--- config.mk ---
export PLATFORM = sky130hd
export DESIGN_NAME = alu8_core
export DESIGN_NICKNAME = d
export VERILOG_FILES = /design/src/rtl/alu8_pkg.sv /design/src/rtl/alu8_rotator.sv /design/src/rtl/alu8_addsub.sv /design/src/rtl/alu8_mul.sv /design/src/rtl/alu8_core.sv
export SDC_FILE = /design/constraint.sdc
export NUM_CORES = 1
export LEC_CHECK = 0
export ABC_AREA = 1
export ABC_CLOCK_PERIOD_IN_PS = 4100
export BUFFER_PORTS_ARGS = -buffer_cell sky130_fd_sc_hd__buf_2
export CORE_AREA = 2 2 84 86
export DETAILED_ROUTE_END_ITERATION = 16
export DIE_AREA = 0 0 86 88
export HOLD_SLACK_MARGIN = 0.15
export MAX_ROUTING_LAYER = met4
export PLACE_DENSITY_LB_ADDON = 0.08
export SYNTH_ARGS = -nofsm -noshare
export SYNTH_HDL_FRONTEND = slang
export SYNTH_SLANG_ARGS = --single-unit
--- constraint.sdc ---
create_clock -name clk -period 4.1 [get_ports clk]
set_input_delay 0.615 -clock clk [delete_from_list [all_inputs] [get_ports clk]]
set_output_delay 0.615 -clock clk [all_outputs]
set_load 0.05 [all_outputs]
--- src/rtl/alu8_pkg.sv ---
package alu8_pkg;
  typedef enum logic [2:0] {
    FN_AND = 3'd0,
    FN_OR  = 3'd1,
    FN_NOT = 3'd2,
    FN_ROL = 3'd3,
    FN_ROR = 3'd4,
    FN_ADD = 3'd5,
    FN_SUB = 3'd6,
    FN_MUL = 3'd7
  } alu_fn_e;
endpackage

--- src/rtl/alu8_rotator.sv ---
module alu8_rotator #(
  parameter int  W       = 8,
  parameter bit  LEFT    = 1'b1,
  localparam int SW      = $clog2(W)
) (
  input  logic [W-1:0]  din,
  input  logic [SW-1:0] amt,
  output logic [W-1:0]  dout
);
  logic [W-1:0] stage [0:SW];
  assign stage[0] = din;

  for (genvar k = 0; k < SW; k++) begin : g_stage
    localparam int D = 1 << k;
    logic [W-1:0] moved;
    if (LEFT) begin : g_left
      assign moved = {stage[k][W-1-D:0], stage[k][W-1:W-D]};
    end else begin : g_right
      assign moved = {stage[k][D-1:0], stage[k][W-1:D]};
    end
    assign stage[k+1] = amt[k] ? moved : stage[k];
  end

  assign dout = stage[SW];
endmodule

--- src/rtl/alu8_addsub.sv ---
module alu8_addsub #(
  parameter int W = 8
) (
  input  logic [W-1:0] a,
  input  logic [W-1:0] b,
  input  logic         sub,
  output logic [W-1:0] sum,
  output logic         cout,
  output logic         ovf
);
  logic [W-1:0] bx;
  logic [W:0]   cy;

  assign bx    = b ^ {W{sub}};
  assign cy[0] = sub;

  for (genvar i = 0; i < W; i++) begin : g_fa
    assign sum[i]  = a[i] ^ bx[i] ^ cy[i];
    assign cy[i+1] = (a[i] & bx[i]) | (cy[i] & (a[i] ^ bx[i]));
  end

  assign cout = cy[W];
  assign ovf  = (a[W-1] == bx[W-1]) && (sum[W-1] != a[W-1]);
endmodule

--- src/rtl/alu8_mul.sv ---
module alu8_mul #(
  parameter int  MW = 4,
  localparam int PW = 2 * MW
) (
  input  logic [MW-1:0] a,
  input  logic [MW-1:0] b,
  output logic [PW-1:0] prod
);
  always_comb begin
    prod = '0;
    for (int i = 0; i < MW; i++) begin
      if (b[i]) prod = prod + (PW'(a) << i);
    end
  end
endmodule

--- src/rtl/alu8_core.sv ---
module alu8_core
  import alu8_pkg::*;
#(
  parameter int  W  = 8,
  parameter int  MW = 4,
  localparam int SW = $clog2(W)
) (
  input  logic         clk,
  input  logic         rst,
  input  logic [2:0]   op_i,
  input  logic [W-1:0] a_i,
  input  logic [W-1:0] b_i,
  output logic [W-1:0] result_o,
  output logic         zero_o,
  output logic         carry_o,
  output logic         ovf_o
);
  alu_fn_e      fn;
  logic [W-1:0] rol_w, ror_w, sum_w, mul_w, res_d;
  logic         cout_w, ovf_w, carry_d, ovf_d;

  assign fn = alu_fn_e'(op_i);

  alu8_rotator #(.W(W), .LEFT(1'b1)) u_rol (
    .din(a_i), .amt(b_i[SW-1:0]), .dout(rol_w)
  );

  alu8_rotator #(.W(W), .LEFT(1'b0)) u_ror (
    .din(a_i), .amt(b_i[SW-1:0]), .dout(ror_w)
  );

  alu8_addsub #(.W(W)) u_addsub (
    .a(a_i), .b(b_i), .sub(fn == FN_SUB),
    .sum(sum_w), .cout(cout_w), .ovf(ovf_w)
  );

  logic [2*MW-1:0] prod_w;
  alu8_mul #(.MW(MW)) u_mul (
    .a(a_i[MW-1:0]), .b(b_i[MW-1:0]), .prod(prod_w)
  );
  assign mul_w = W'(prod_w);

  always_comb begin
    carry_d = 1'b0;
    ovf_d   = 1'b0;
    unique case (fn)
      FN_AND: res_d = a_i & b_i;
      FN_OR:  res_d = a_i | b_i;
      FN_NOT: res_d = ~a_i;
      FN_ROL: res_d = rol_w;
      FN_ROR: res_d = ror_w;
      FN_ADD, FN_SUB: begin
        res_d   = sum_w;
        carry_d = cout_w;
        ovf_d   = ovf_w;
      end
      FN_MUL: res_d = mul_w;
      default: res_d = '0;
    endcase
  end

  always_ff @(posedge clk) begin
    if (rst) begin
      result_o <= '0;
      zero_o   <= 1'b0;
      carry_o  <= 1'b0;
      ovf_o    <= 1'b0;
    end else begin
      result_o <= res_d;
      zero_o   <= (res_d == '0);
      carry_o  <= carry_d;
      ovf_o    <= ovf_d;
    end
  end

  // reset clears all outputs
  p_reset_clear_r1: assert property (@(posedge clk)
    $past(rst) |-> (result_o == '0 && !zero_o && !carry_o && !ovf_o));

  // AND path
  p_and_r2: assert property (@(posedge clk) disable iff (rst)
    (!$past(rst) && $past(op_i) == FN_AND) |-> result_o == ($past(a_i) & $past(b_i)));

  // add result with carry
  p_add_r5: assert property (@(posedge clk) disable iff (rst)
    (!$past(rst) && $past(op_i) == FN_ADD) |->
      {carry_o, result_o} == ({1'b0, $past(a_i)} + {1'b0, $past(b_i)}));

  // subtract carry means no borrow
  p_sub_nb_r6: assert property (@(posedge clk) disable iff (rst)
    (!$past(rst) && $past(op_i) == FN_SUB) |-> carry_o == ($past(a_i) >= $past(b_i)));

  // product of low nibbles
  p_mul_r8: assert property (@(posedge clk) disable iff (rst)
    (!$past(rst) && $past(op_i) == FN_MUL) |->
      result_o == W'($past(a_i[MW-1:0]) * $past(b_i[MW-1:0])));

  // zero flag tracks result
  p_zero_r9: assert property (@(posedge clk) disable iff (rst)
    !$past(rst) |-> zero_o == (result_o == '0));

  // flags quiet outside add/subtract
  p_flags_quiet_r10: assert property (@(posedge clk) disable iff (rst)
    (!$past(rst) && $past(op_i) != FN_ADD && $past(op_i) != FN_SUB) |-> (!carry_o && !ovf_o));
endmodule

======== Word-level counts from Yosys, hierarchy flattened ========
Index checks and enable logic that the tools add are counted.
storage, ports and cells
  register bits ........................... 11
  word-level logic and storage cells ...... 77
operators by class
  $add $sub $neg .......................... 3
  equality and inequality tests ........... 9
  muxes and demuxes ....................... 11
  bitwise gates (word level) .............. 45
  reduce and logical (&&, ||, !) cells .... 5
operators with widths
  cell                                            number
  2-to-1 mux 8 bit                                9
  case mux 8 bit (7 select lines)                 1
  AND 1 bit                                       16
  XOR 1 bit                                       16
  == test 3 bit (second input constant)           4
  adder 8 x 5 -> 8 bit                            1
  adder 8 x 6 -> 8 bit                            1
  adder 8 x 7 -> 8 bit                            1
  AND 8 bit                                       1
  zero test 8 bit                                 1
  NOT 8 bit                                       1
  bitwise OR 1 bit                                8
  bitwise OR 8 bit                                1
  XOR 8 bit                                       1
  == test 3 x 2 -> 1 bit (second input constant)  2
  2-to-1 mux 4 bit                                1
  OR reduction 2 bit                              2
  == test 3 x 1 -> 1 bit (second input constant)  1
  zero test 3 bit                                 1
  == test 1 bit                                   1
  logical AND 1 bit                               1
  != test 1 bit                                   1
  NOT 1 bit                                       1

======== Logic depth before layout (Yosys ltp) ========
Gate-level depths: netlist of the first run.
  depth after elaboration ................. 20
  mapped depth ............................ 28
  gate-level depth less buffers ........... 27

======== Hierarchy ========
Synthesis of the first run repeated with hierarchy kept, for this count alone.
unflattened totals
  cell total of the unflattened synthesis .. 451
  area, all modules ....................... 2,567.5 um^2
by module, submodules not included
  module        times used  cells an instance  area an instance (um^2)  sequential area each (um^2)
  alu8_core     1           181                942.2                    220.2
  alu8_rotator  2           62                 336.6                    0.0
  alu8_mul      1           99                 615.6                    0.0
  alu8_addsub   1           47                 336.6                    0.0

======== Worst setup path after synthesis of the first run ========
OpenSTA, ideal clock, no wires.
  path type ............................... in2reg
  from .................................... input b_i[1]
  to ...................................... register zero_o
  arrival time ............................ 4.190 ns
  required time ........................... 4.036 ns
  setup slack ............................. -0.154 ns
  cell stages on the path ................. 26
  cell sequence ........................... buf_2 -> inv_1 -> buf_2 -> xor2_1 -> fa_1 -> inv_1 -> fa_1 -> fa_1 -> inv_1 -> fa_1 -> inv_1 -> fa_1 -> inv_1 -> fa_1 -> inv_1 -> fa_1 -> inv_1 -> nand2_1 -> nand3_1 -> a21oi_1 -> nand4_1 -> nor2_1 -> nand2_1 -> nor2_1 -> nand2_1 -> nor2_1
on the way
  word-level cells in the longest chain between the ends .. 17
ends and longest elaborated chain
  item                                 line                                  RTL
  start: declaration                   alu8_core.sv:12                       input logic [W-1:0] b_i,
  XOR 8 bit                            alu8_addsub.sv:14                     assign bx = b ^ {W{sub}};
  XOR 1 bit                            alu8_addsub.sv:18, alu8_addsub.sv:19
  AND 1 bit                            alu8_addsub.sv:19                     assign cy[i+1] = (a[i] & bx[i]) | (cy[i] & (a[i] ^ bx[i]));
  bitwise OR 1 bit                     alu8_addsub.sv:19
  AND 1 bit                            alu8_addsub.sv:19
  bitwise OR 1 bit                     alu8_addsub.sv:19
  AND 1 bit                            alu8_addsub.sv:19
  bitwise OR 1 bit                     alu8_addsub.sv:19
  AND 1 bit                            alu8_addsub.sv:19
  bitwise OR 1 bit                     alu8_addsub.sv:19
  AND 1 bit                            alu8_addsub.sv:19
  bitwise OR 1 bit                     alu8_addsub.sv:19
  AND 1 bit                            alu8_addsub.sv:19
  bitwise OR 1 bit                     alu8_addsub.sv:19
  XOR 1 bit                            alu8_addsub.sv:18                     assign sum[i] = a[i] ^ bx[i] ^ cy[i];
  case mux 8 bit (7 select lines) (*)  alu8_core.sv:46                       unique case (fn)
  zero test 8 bit (*)                  alu8_core.sv:70                       zero_o <= (res_d == '0);
  end signal: assignment               alu8_core.sv:70
  end: declaration                     alu8_core.sv:14                       output logic zero_o,
Mark *: on every way between the ends. The rest lies on a longest branch, timed or not.
A chain may end at the register's enable or synchronous reset.

======== Worst setup path in the final report of the first run ========
  from .................................... input op_i[0]
  to ...................................... register zero_o
on the way
  word-level cells in the longest chain between the ends .. 20
ends and longest elaborated chain
  item                                 line                                  RTL
  start: declaration                   alu8_core.sv:10                       input logic [2:0] op_i,
  == test 3 bit                        alu8_core.sv:33, alu8_core.sv:46
  XOR 8 bit                            alu8_addsub.sv:14
  XOR 1 bit                            alu8_addsub.sv:18, alu8_addsub.sv:19
  AND 1 bit                            alu8_addsub.sv:19
  bitwise OR 1 bit                     alu8_addsub.sv:19
  AND 1 bit                            alu8_addsub.sv:19
  bitwise OR 1 bit                     alu8_addsub.sv:19
  AND 1 bit                            alu8_addsub.sv:19
  (+4 left out)                        -
  bitwise OR 1 bit                     alu8_addsub.sv:19
  AND 1 bit                            alu8_addsub.sv:19
  bitwise OR 1 bit                     alu8_addsub.sv:19
  AND 1 bit                            alu8_addsub.sv:19
  bitwise OR 1 bit                     alu8_addsub.sv:19
  XOR 1 bit                            alu8_addsub.sv:18
  case mux 8 bit (7 select lines) (*)  alu8_core.sv:46
  zero test 8 bit (*)                  alu8_core.sv:70
Marked as above.

==> results of run 1 <==
flip-flops by register name (all words and copies together) (netlist names):
register,flops
ovf_o,1
carry_o,1
zero_o,1
result_o,8
critical path, stage by stage:
cell     delay (ns)
buf_8          0.10
inv_4          0.05
nand3_4        0.08
xor2_2         0.19
fa_2           0.22
inv_2          0.04
fa_2           0.34
fa_2           0.37
inv_2          0.06
fa_2           0.18
inv_2          0.04
fa_2           0.32
inv_2          0.06
fa_2           0.18
inv_2          0.04
fa_1           0.49
inv_1          0.06
nand2_1        0.06
nand3_1        0.09
a21oi_1        0.14
nand4_1        0.12
nor2_1         0.13
nand2_1        0.07
nor2_2         0.07
nand2_1        0.05
nor2_1         0.07
area by class of cell:
type,count,share of cell area
Clock buffer,4,0.0165
Inverter,48,0.0671
Multi-Input combinational cell,301,0.636
Sequential cell,11,0.0809
Tap cell,80,0.0368
Timing Repair Buffer,68,0.163
kinds of logic after synthesis:
kind of cell | Yosys count | share of synthesized area
XOR/XNOR | 9 | 0.0371
flip-flops | 11 | 0.104
buffers and inverters | 59 | 0.109
adder cells (fa/ha/maj) | 23 | 0.171
AO/OA/AOI/OAI | 38 | 0.0971
AND/OR/NAND/NOR | 231 | 0.483
power groups by stage:
stage	combinational [mW]	sequential [mW]	clock, mW
CTS	0.347	0.119	0.106
floorplan	0.196	0.156	0
global placement	0.346	0.121	0
global route	0.411	0.120	0.113
detailed placement	0.345	0.121	0
finish	0.367	0.119	0.104
per-stage QoR:
step	setup WS (ns)	utilization
3_3_place_gp	-0.217	0.391
4_1_cts	0.0317	0.398
5_1_grt	-0.188	0.410
3_5_place_dp	-0.329	0.391
6_report	0.0266	0.410
2_1_floorplan	-0.0404	-
layer usage:
metal  share of wire  vias to the layer above  global-route usage  wire (microns)
met3           0.032                       14             0.00943             231
met5               0                        -                   -               0
met1            0.45                     1188               0.236            3230
li1                -                     1325                   -               -
met4           0.025                        0              0.0693             179
met2            0.49                       87               0.358            3530
placed cells by master, fill, tap and decap left out, types with 2 or more instances in the layout:
cell	instances
nand2_2	2
a21oi_1	10
inv_2	12
buf_2	30
ha_2	2
nand4_1	4
inv_1	35
nor3_2	2
and2_1	2
o21ai_0	18
fa_1	3
nor2_1	31
xor2_1	7
nand3_1	71
nand2_1	107
clkbuf_8	3
o21ai_1	2
fa_2	7
dfxtp_1	11
nor3_1	3
ha_1	11
nor2_2	2
buf_4	37
nand3b_1	2
a31oi_1	2
worst paths after layout:
kind | from | end | slack [ns]
min | rst | result_o[7] | 0.65
max | op_i[0] | zero_o | 0.03
timing repair:
item | CTS | global route
pin swaps | 1 | 9
hold buffers | 0 | 0
setup buffers | 0 | 3
resized for setup | 2 | 23
endpoints found under the setup margin | 1 | 4
==> run_results.csv, run 1 <==
group,metric,value,unit
synthesis,synth_top_area_cell,"nand2_1",
global_routing,grt_pass1_wl,11500,microns
critical_path,cp_max_fo,3,
critical_path,critPathArrivalTime,4.25,ns
power,p_per_area,216,nW/um^2
power,seqPwrFrac,0.201,
critical_path,critPathCaptureType,"register",
global_routing,grt_overflow,0,
place,dpl.cell_count,505,
die,die_w,86,microns
hold_path,hp-class,"input pin to register",
global_routing,grt_max_degree,26,
clock_network,cts_buffers,3,
synthesis,ys.flop_type,"dfxtp_1",
die,coreArea,6640,sq um
power,switching_share,0.448,
synthesis,synth_area_per_cell,5.73,sq um
synthesis,synthTopCellsByArea,"nand2_1 19%, nand3_1 17%, dfxtp_1 10%",
critical_path,required,4.27,ns
timing,hold_violations,0,
power,clkPwrFrac,0.176,
drt,wirelength,7180,microns
place,gp_congestion,0.857,
synthesis,synth_top_cell_area_share,0.192,
synthesis,ys_seq_elements,11,
timing,fmax,0.245,GHz
power,power_frac_comb,0.622,
clock_network,clock-sinks,11,
synthesis,syn-cell-area,2130,sq um
timing,whs,0.655,ns
cells_and_area,final_area,2720,sq um
timing,finalCritPeriodShare,0.994,
clock_network,clk_transition_reported_paths,0.05,ns
timing,max_slew_margin,0.571,
die,die_height,88,microns
clock_network,clockBufferDepth,2,
clock_network,cts_tree,"built",
place,place_area,2600,sq um
outcome,status,"complete, no violations",
critical_path,start_kind,"input pin",
cells_and_area,antennaDiodeCount,0,
place,dpl.hpwl,6000,microns
global_routing,antenna_found_initial,0,
timing,setup-violations-final,0,
synthesis,synth_common_cells,"109 x nand2_1, 71 x nand3_1, 43 x inv_1, 33 x nor2_1, 19 x o21ai_0",
cells_and_area,syn_to_final_growth,28.0,%
die,start_util,0.320,
cells_and_area,fin_nets,477,
power,power.total,0.589,mW
synthesis,syn_nets,415,
clock_network,root_buffer,"clkbuf_8",
synthesis,ys_warn_count,0,
die,io_pins,32,
clock_network,cts-htree-levels,1,
critical_path,crit_type,"input pin to register",
die,rows,30,
power,p_sw,0.264,mW
cells_and_area,drive_gt1_frac,0.248,
drt,viasPerCell,5.11,
synthesis,synth-edff-count,0,
drt,route.detailed.drc,0,
power,ir_drop,0.0754,mV
synthesis,postSynth.asyncResetShare,0,
power,p_leak,1.48,nW
power,intPower,0.325,mW
global_routing,grt_pass1_vias,2437,
global_routing,track_usage,0.199,
timing,slew_viol_final,0,
timing,tns,0,ns
die,die-area,7570,sq um
timing,grt_setup_unrepaired,"true",
synthesis,synth_cells,371,
cells_and_area,register_area,220,sq um
job,maxCapViolations,0,
drt,drt_iter0_markers,147,
drt,wire_per_inst,14.0,microns
cells_and_area,multi_input_area,1730,sq um
synthesis,synth_cell_types,33,
timing,tightest_slew,0.640,ns
timing,min_period,4.07,ns
place,portBuffers,31,
synthesis,synthMostInstantiatedCell,"nand2_1",
drt,detail-route-antenna-nets,0,
cells_and_area,fillers,729,
drt,dr.pass1.iters,5,
hold_path,hold_depth,2,
synthesis,yosysSeqAreaShare,0.104,
cells_and_area,layout.cells.non_filler,512,
drt,vias,2614,
Power figures use the tool's default switching activity.
==> run 2: changes to the inputs <==
--- a/config.mk
+++ b/config.mk
@@ -6,14 +6,14 @@
 export NUM_CORES = 1
 export LEC_CHECK = 0
 export ABC_AREA = 1
-export ABC_CLOCK_PERIOD_IN_PS = 4100
+export ABC_CLOCK_PERIOD_IN_PS = 3900
 export BUFFER_PORTS_ARGS = -buffer_cell sky130_fd_sc_hd__buf_2
-export CORE_AREA = 2 2 84 86
+export CORE_AREA = 3 3 85 87
 export DETAILED_ROUTE_END_ITERATION = 16
-export DIE_AREA = 0 0 86 88
+export DIE_AREA = 0 0 88 90
 export HOLD_SLACK_MARGIN = 0.15
 export MAX_ROUTING_LAYER = met4
-export PLACE_DENSITY_LB_ADDON = 0.08
+export PLACE_DENSITY = 0.56
 export SYNTH_ARGS = -nofsm -noshare
 export SYNTH_HDL_FRONTEND = slang
 export SYNTH_SLANG_ARGS = --single-unit
==> constraint.sdc (replaced) <==
create_clock -name clk -period 3.9 [get_ports clk]
set_input_delay 0.585 -clock clk [delete_from_list [all_inputs] [get_ports clk]]
set_output_delay 0.585 -clock clk [all_outputs]
set_load 0.05 [all_outputs]
==> run 2 against run 1 <==
The flow now finishes with violations (setup timing). Sequential share of layout area shrank 0.35 points. Via count grew 1.7%. Worst hold slack lost 0.0078 ns. Combinational power grew 14%. Count of clock-buffer cells in the layout is the same. Critical path depth is the same. Cell area grew 4.5%. Routed wire length grew 1.2%. Critical path type unchanged. Highest routed layer unchanged.
==> run_results.csv, run 2 (synthesized netlist as in run 1, its figures left out) <==
group,metric,value,unit
clock_network,root_buffer,"clkbuf_8",
critical_path,crit_path_max_incr_delay,0.58,ns
clock_network,cts-htree-levels,1,
cells_and_area,final_cell_mix,"101 x nand2_1, 69 x nand3_1, 36 x buf_4, 32 x nor2_1, 30 x inv_1",
critical_path,required,4.08,ns
drt,viasPerCell,5.22,
timing,grt_setup_unrepaired,"true",
cells_and_area,syn_to_final_growth,33.8,%
drt,drt_iter0_markers,246,
die,die_w,88,microns
critical_path,critPathBufInv,8,
timing,tns,-0.0967,ns
die,coreArea,6420,sq um
outcome,violations,"setup timing",
outcome,status,"finished, violations left",
critical_path,cp_max_fo,3,
place,place_area,2600,sq um
clock_network,clockBufferDepth,2,
critical_path,slowest_stage,"fa_1",
critical_path,critPathCaptureType,"register",
drt,wirelength,7260,microns
timing,finalCritPeriodShare,1.02,
place,dpl.hpwl,5790,microns
timing,tightest_slew,0.747,ns
global_routing,grt_max_degree,26,
cells_and_area,antennaDiodeCount,0,
timing,setup-violations-final,1,
clock_network,clock-sinks,11,
timing,min_period,4.00,ns
global_routing,antenna_found_initial,0,
critical_path,crit_type,"input pin to register",
global_routing,track_usage,0.190,
drt,vias,2658,
hold_path,hp-class,"input pin to register",
cells_and_area,drive_gt1_frac,0.301,
critical_path,crit_family,"adder cells",
timing,setup_slack,-0.0967,ns
cells_and_area,final_common_cell,"nand2_1",
hold_path,hp-start,"rst",
hold_path,hold_depth,2,
place,portBuffers,31,
clock_network,cts_tree,"built",
critical_path,cp_num_cells,26,
place,gp_congestion,0.966,
global_routing,grt_pass1_vias,2426,
drt,detail-route-antenna-nets,0,
timing,max_slew_margin,0.500,
cells_and_area,final_area,2850,sq um
critical_path,critPathArrivalTime,4.17,ns
global_routing,grt_overflow,0,
drt,route.detailed.drc,0,
global_routing,grt_pass1_wl,11900,microns
clock_network,cts_buffers,3,
cells_and_area,largest_reg_flops,8,
die,die_height,90,microns
power,p_leak,1.51,nW
cells_and_area,largest-register,"result_o",
timing,hold_violations,0,
drt,wire_per_inst,14.3,microns
die,start_util,0.331,
die,rows,29,
power,ir_drop,0.137,mV
clock_network,clk_transition_reported_paths,0.05,ns
drt,dr.pass1.iters,5,
hold_path,worstHoldEndpoint,"result_o[7]",
critical_path,start_kind,"input pin",
timing,slew_viol_final,0,
die,io_pins,32,
timing,fmax,0.250,GHz
power,p_per_area,231,nW/um^2
cells_and_area,fin_nets,477,
die,die-area,7920,sq um
job,maxCapViolations,0,
## run 2: changes by cell type in the layout (fill, tap and decap cells not counted), moves of 3 or more
cell     delta
nand2_1     -6
nand2_2     +5
inv_1       -5
inv_2       +4
ha_4        +3
## run 2: worst max-delay path by stage
stage / from / to / slack (ns)
6_report: op_i[0] / zero_o / -0.1
5_1_grt: op_i[0] / zero_o / -0.31
4_1_cts: op_i[0] / zero_o / -0.09
3_5_place_dp: op_i[0] / zero_o / -0.40
3_3_place_gp: b_i[0] / zero_o / -0.33
2_1_floorplan: b_i[1] / zero_o / -0.18
## run 2: cell type report
type	instances	area, sq um
clock buffers	4	45.0
repair buffers	68	468
multi-input cells	301	1830
well taps	77	96.3
flip-flops and latches	11	220
inverters	48	185
fillers	671	3580
## run 2: report_power, final
part	switching, mW	internal, mW
Combinational	0.255	0.165
Clock	0.0422	0.0717
Sequential	0.00202	0.123
Total	0.299	0.359
## run 2: metal layers
| metal | global-route usage | share of wire | wire [microns] |
|---|---|---|---|
| met5 | - | 0 | 0 |
| met4 | 0.0294 | 0.012 | 86 |
| met3 | 0.0265 | 0.057 | 417 |
| met2 | 0.305 | 0.49 | 3530 |
| met1 | 0.259 | 0.44 | 3230 |
## run 2: metrics by stage
stage,utilization,hold WS (ns),setup WS (ns),cells,total power [mW]
after floorplan,-,0.764,-0.178,371,0.371
after global placement,0.404,0.884,-0.326,502,0.489
after detailed placement,0.404,0.891,-0.399,502,0.491
after CTS,0.412,0.643,-0.0949,506,0.609
after global routing,0.443,0.667,-0.307,509,0.715
final,0.443,0.647,-0.0967,509,0.658
## run 2: repair_timing
| action | 4_1_cts | 5_1_grt |
|---|---|---|
| resized for setup | 2 | 57 |
| hold buffers | 0 | 0 |
| setup buffers | 0 | 3 |
| pin swaps | 1 | 23 |
| setup endpoints to repair | 3 | 4 |
| endpoints found under the hold margin | 0 | 0 |
==> run 3: changes to the inputs <==
==> constraint.sdc (replaced) <==
create_clock -name clk -period 3.9 [get_ports clk]
set_input_delay 0.78 -clock clk [delete_from_list [all_inputs] [get_ports clk]]
set_output_delay 0.78 -clock clk [all_outputs]
set_load 0.05 [all_outputs]
==> run 3 against run 2 <==
The flow still finishes with violations (setup timing). Worst hold slack better by 0.17 ns. Global-route usage increased by 0.58 points. Clock power is essentially flat. Sequential share of layout area fell by 0.13 points. Non-clock buffer count rose by 5. Sequential cell count unchanged. Core utilization is 0.74 points higher. First-iteration DRC count fell by 17%. Critical path type unchanged. Critical endpoint unchanged. Largest power group unchanged.
==> run_results.csv, run 3 (synthesized netlist as in run 1, its figures left out) <==
group,metric,value,unit
cells_and_area,antennaDiodeCount,0,
cells_and_area,fin_nets,482,
global_routing,grt_pass1_wl,12100,microns
critical_path,start_kind,"input pin",
timing,setup-violations-final,3,
place,gp_congestion,0.895,
global_routing,grt_overflow,0,
timing,max_slew_margin,0.443,
power,intPower,0.365,mW
global_routing,grt_pass1_vias,2515,
timing,tns,-0.473,ns
job,maxCapViolations,0,
timing,grt_setup_unrepaired,"true",
die,die-area,7920,sq um
die,start_util,0.331,
drt,vias,2646,
critical_path,crit_type,"input pin to register",
clock_network,clock-sinks,11,
critical_path,endpoint,"zero_o",
power,clkPwrFrac,0.172,
cells_and_area,final_area,2890,sq um
timing,fmax,0.239,GHz
clock_network,clockBufferDepth,2,
cells_and_area,largest_reg_flops,8,
critical_path,critPathArrivalTime,4.36,ns
timing,min_period,4.18,ns
power,power_frac_comb,0.639,
clock_network,cts_buffers,3,
cells_and_area,drive_gt1_frac,0.304,
global_routing,grt_max_degree,26,
global_routing,track_usage,0.196,
cells_and_area,syn_to_final_growth,36.0,%
drt,dr.pass1.iters,4,
global_routing,antenna_found_initial,0,
timing,setup_slack,-0.280,ns
outcome,violations,"setup timing",
outcome,status,"finished, violations left",
power,power.total,0.662,mW
cells_and_area,fin_util,0.450,
clock_network,cts_tree,"built",
clock_network,clk_transition_reported_paths,0.05,ns
drt,route.detailed.drc,0,
power,ir_drop,0.128,mV
hold_path,hp-start,"rst",
clock_network,root_buffer,"clkbuf_8",
timing,finalCritPeriodShare,1.07,
cells_and_area,largest-register,"result_o",
die,io_pins,32,
cells_and_area,final_cell_mix,"100 x nand2_1, 69 x nand3_1, 42 x buf_4, 33 x nor2_1, 31 x inv_1",
die,coreArea,6420,sq um
place,dpl.hpwl,5890,microns
timing,tightest_slew,0.831,ns
power,p_leak,1.54,nW
timing,slew_viol_final,0,
die,rows,29,
drt,wire_per_inst,14.3,microns
place,portBuffers,31,
drt,drt_iter0_markers,205,
place,place_area,2680,sq um
power,p_per_area,229,nW/um^2
timing,hold_violations,0,
critical_path,cp_max_fo,3,
critical_path,critPathCaptureType,"register",
drt,viasPerCell,5.15,
clock_network,cts-hold-fix-buffers,0,
power,p_sw,0.297,mW
drt,wirelength,7340,microns
critical_path,required,4.08,ns
drt,detail-route-antenna-nets,0,
die,die_height,90,microns
power,switching_share,0.449,
die,die_w,88,microns
hold_path,hp-class,"input pin to register",
cells_and_area,final_common_cell,"nand2_1",
power,seqPwrFrac,0.189,
clock_network,cts-htree-levels,1,
critical_path,cp-startpoint,"op_i[0]",
-- run 3: timing repair --
item,CTS,global route
gates resized for setup,10,28
setup buffers,0,5
pin swaps,7,18
setup endpoints to repair,4,5
-- run 3: metrics by stage --
stage	hold slack (ns)	setup WS, ns	std cells
after floorplan	0.959	-0.346	371
after global placement	1.08	-0.478	505
after detailed placement	1.08	-0.556	505
after CTS	0.827	-0.250	509
after global routing	0.839	-0.494	514
final	0.821	-0.280	514
-- run 3: per-layer routing --
metal | share of wire | global-route usage | wire length, microns
met5 | 0 | - | 0
met4 | 0.015 | 0.0422 | 109
met3 | 0.048 | 0.0238 | 349
met2 | 0.48 | 0.316 | 3500
met1 | 0.46 | 0.262 | 3390
-- run 3: worst min path at each step --
stage                        endpoint  depth (start not counted)
final                     result_o[7]                          2
after global placement    result_o[7]                          2
after detailed placement  result_o[7]                          2
after floorplan                 ovf_o                          2
after CTS                 result_o[7]                          2
after global routing      result_o[5]                          2
-- run 3: final cells by class --
| class | instances | area, sq um |
|---|---|---|
| clock buffers | 4 | 45.0 |
| fillers | 667 | 3530 |
| inverters | 48 | 185 |
| multi-input cells | 301 | 1840 |
| flip-flops and latches | 11 | 220 |
| well taps | 77 | 96.3 |
| repair buffers | 73 | 508 |
-- run 3: critical path, stage by stage --
cell and delay, ns:
buf_8 0.10, inv_4 0.05, nand3_4 0.08, xor2_2 0.19, fa_2 0.22, inv_2 0.04
fa_2 0.34, fa_2 0.35, inv_2 0.06, fa_2 0.19, inv_2 0.04, fa_2 0.33
inv_2 0.06, fa_2 0.18, inv_2 0.04, fa_1 0.50, inv_2 0.05, nand2_2 0.06
nand3_2 0.08, a21oi_2 0.11, nand4_1 0.12, nor2_1 0.12, nand2_1 0.06, nor2_1 0.08
nand2_1 0.06, nor2_1 0.08
-- run 3: power by group through the flow --
stage	Sequential [mW]	Combinational, mW	Clock [mW]
floorplan	0.164	0.217	0
global placement	0.127	0.374	0
detailed placement	0.127	0.379	0
CTS	0.125	0.388	0.116
global route	0.126	0.472	0.120
finish	0.125	0.423	0.114
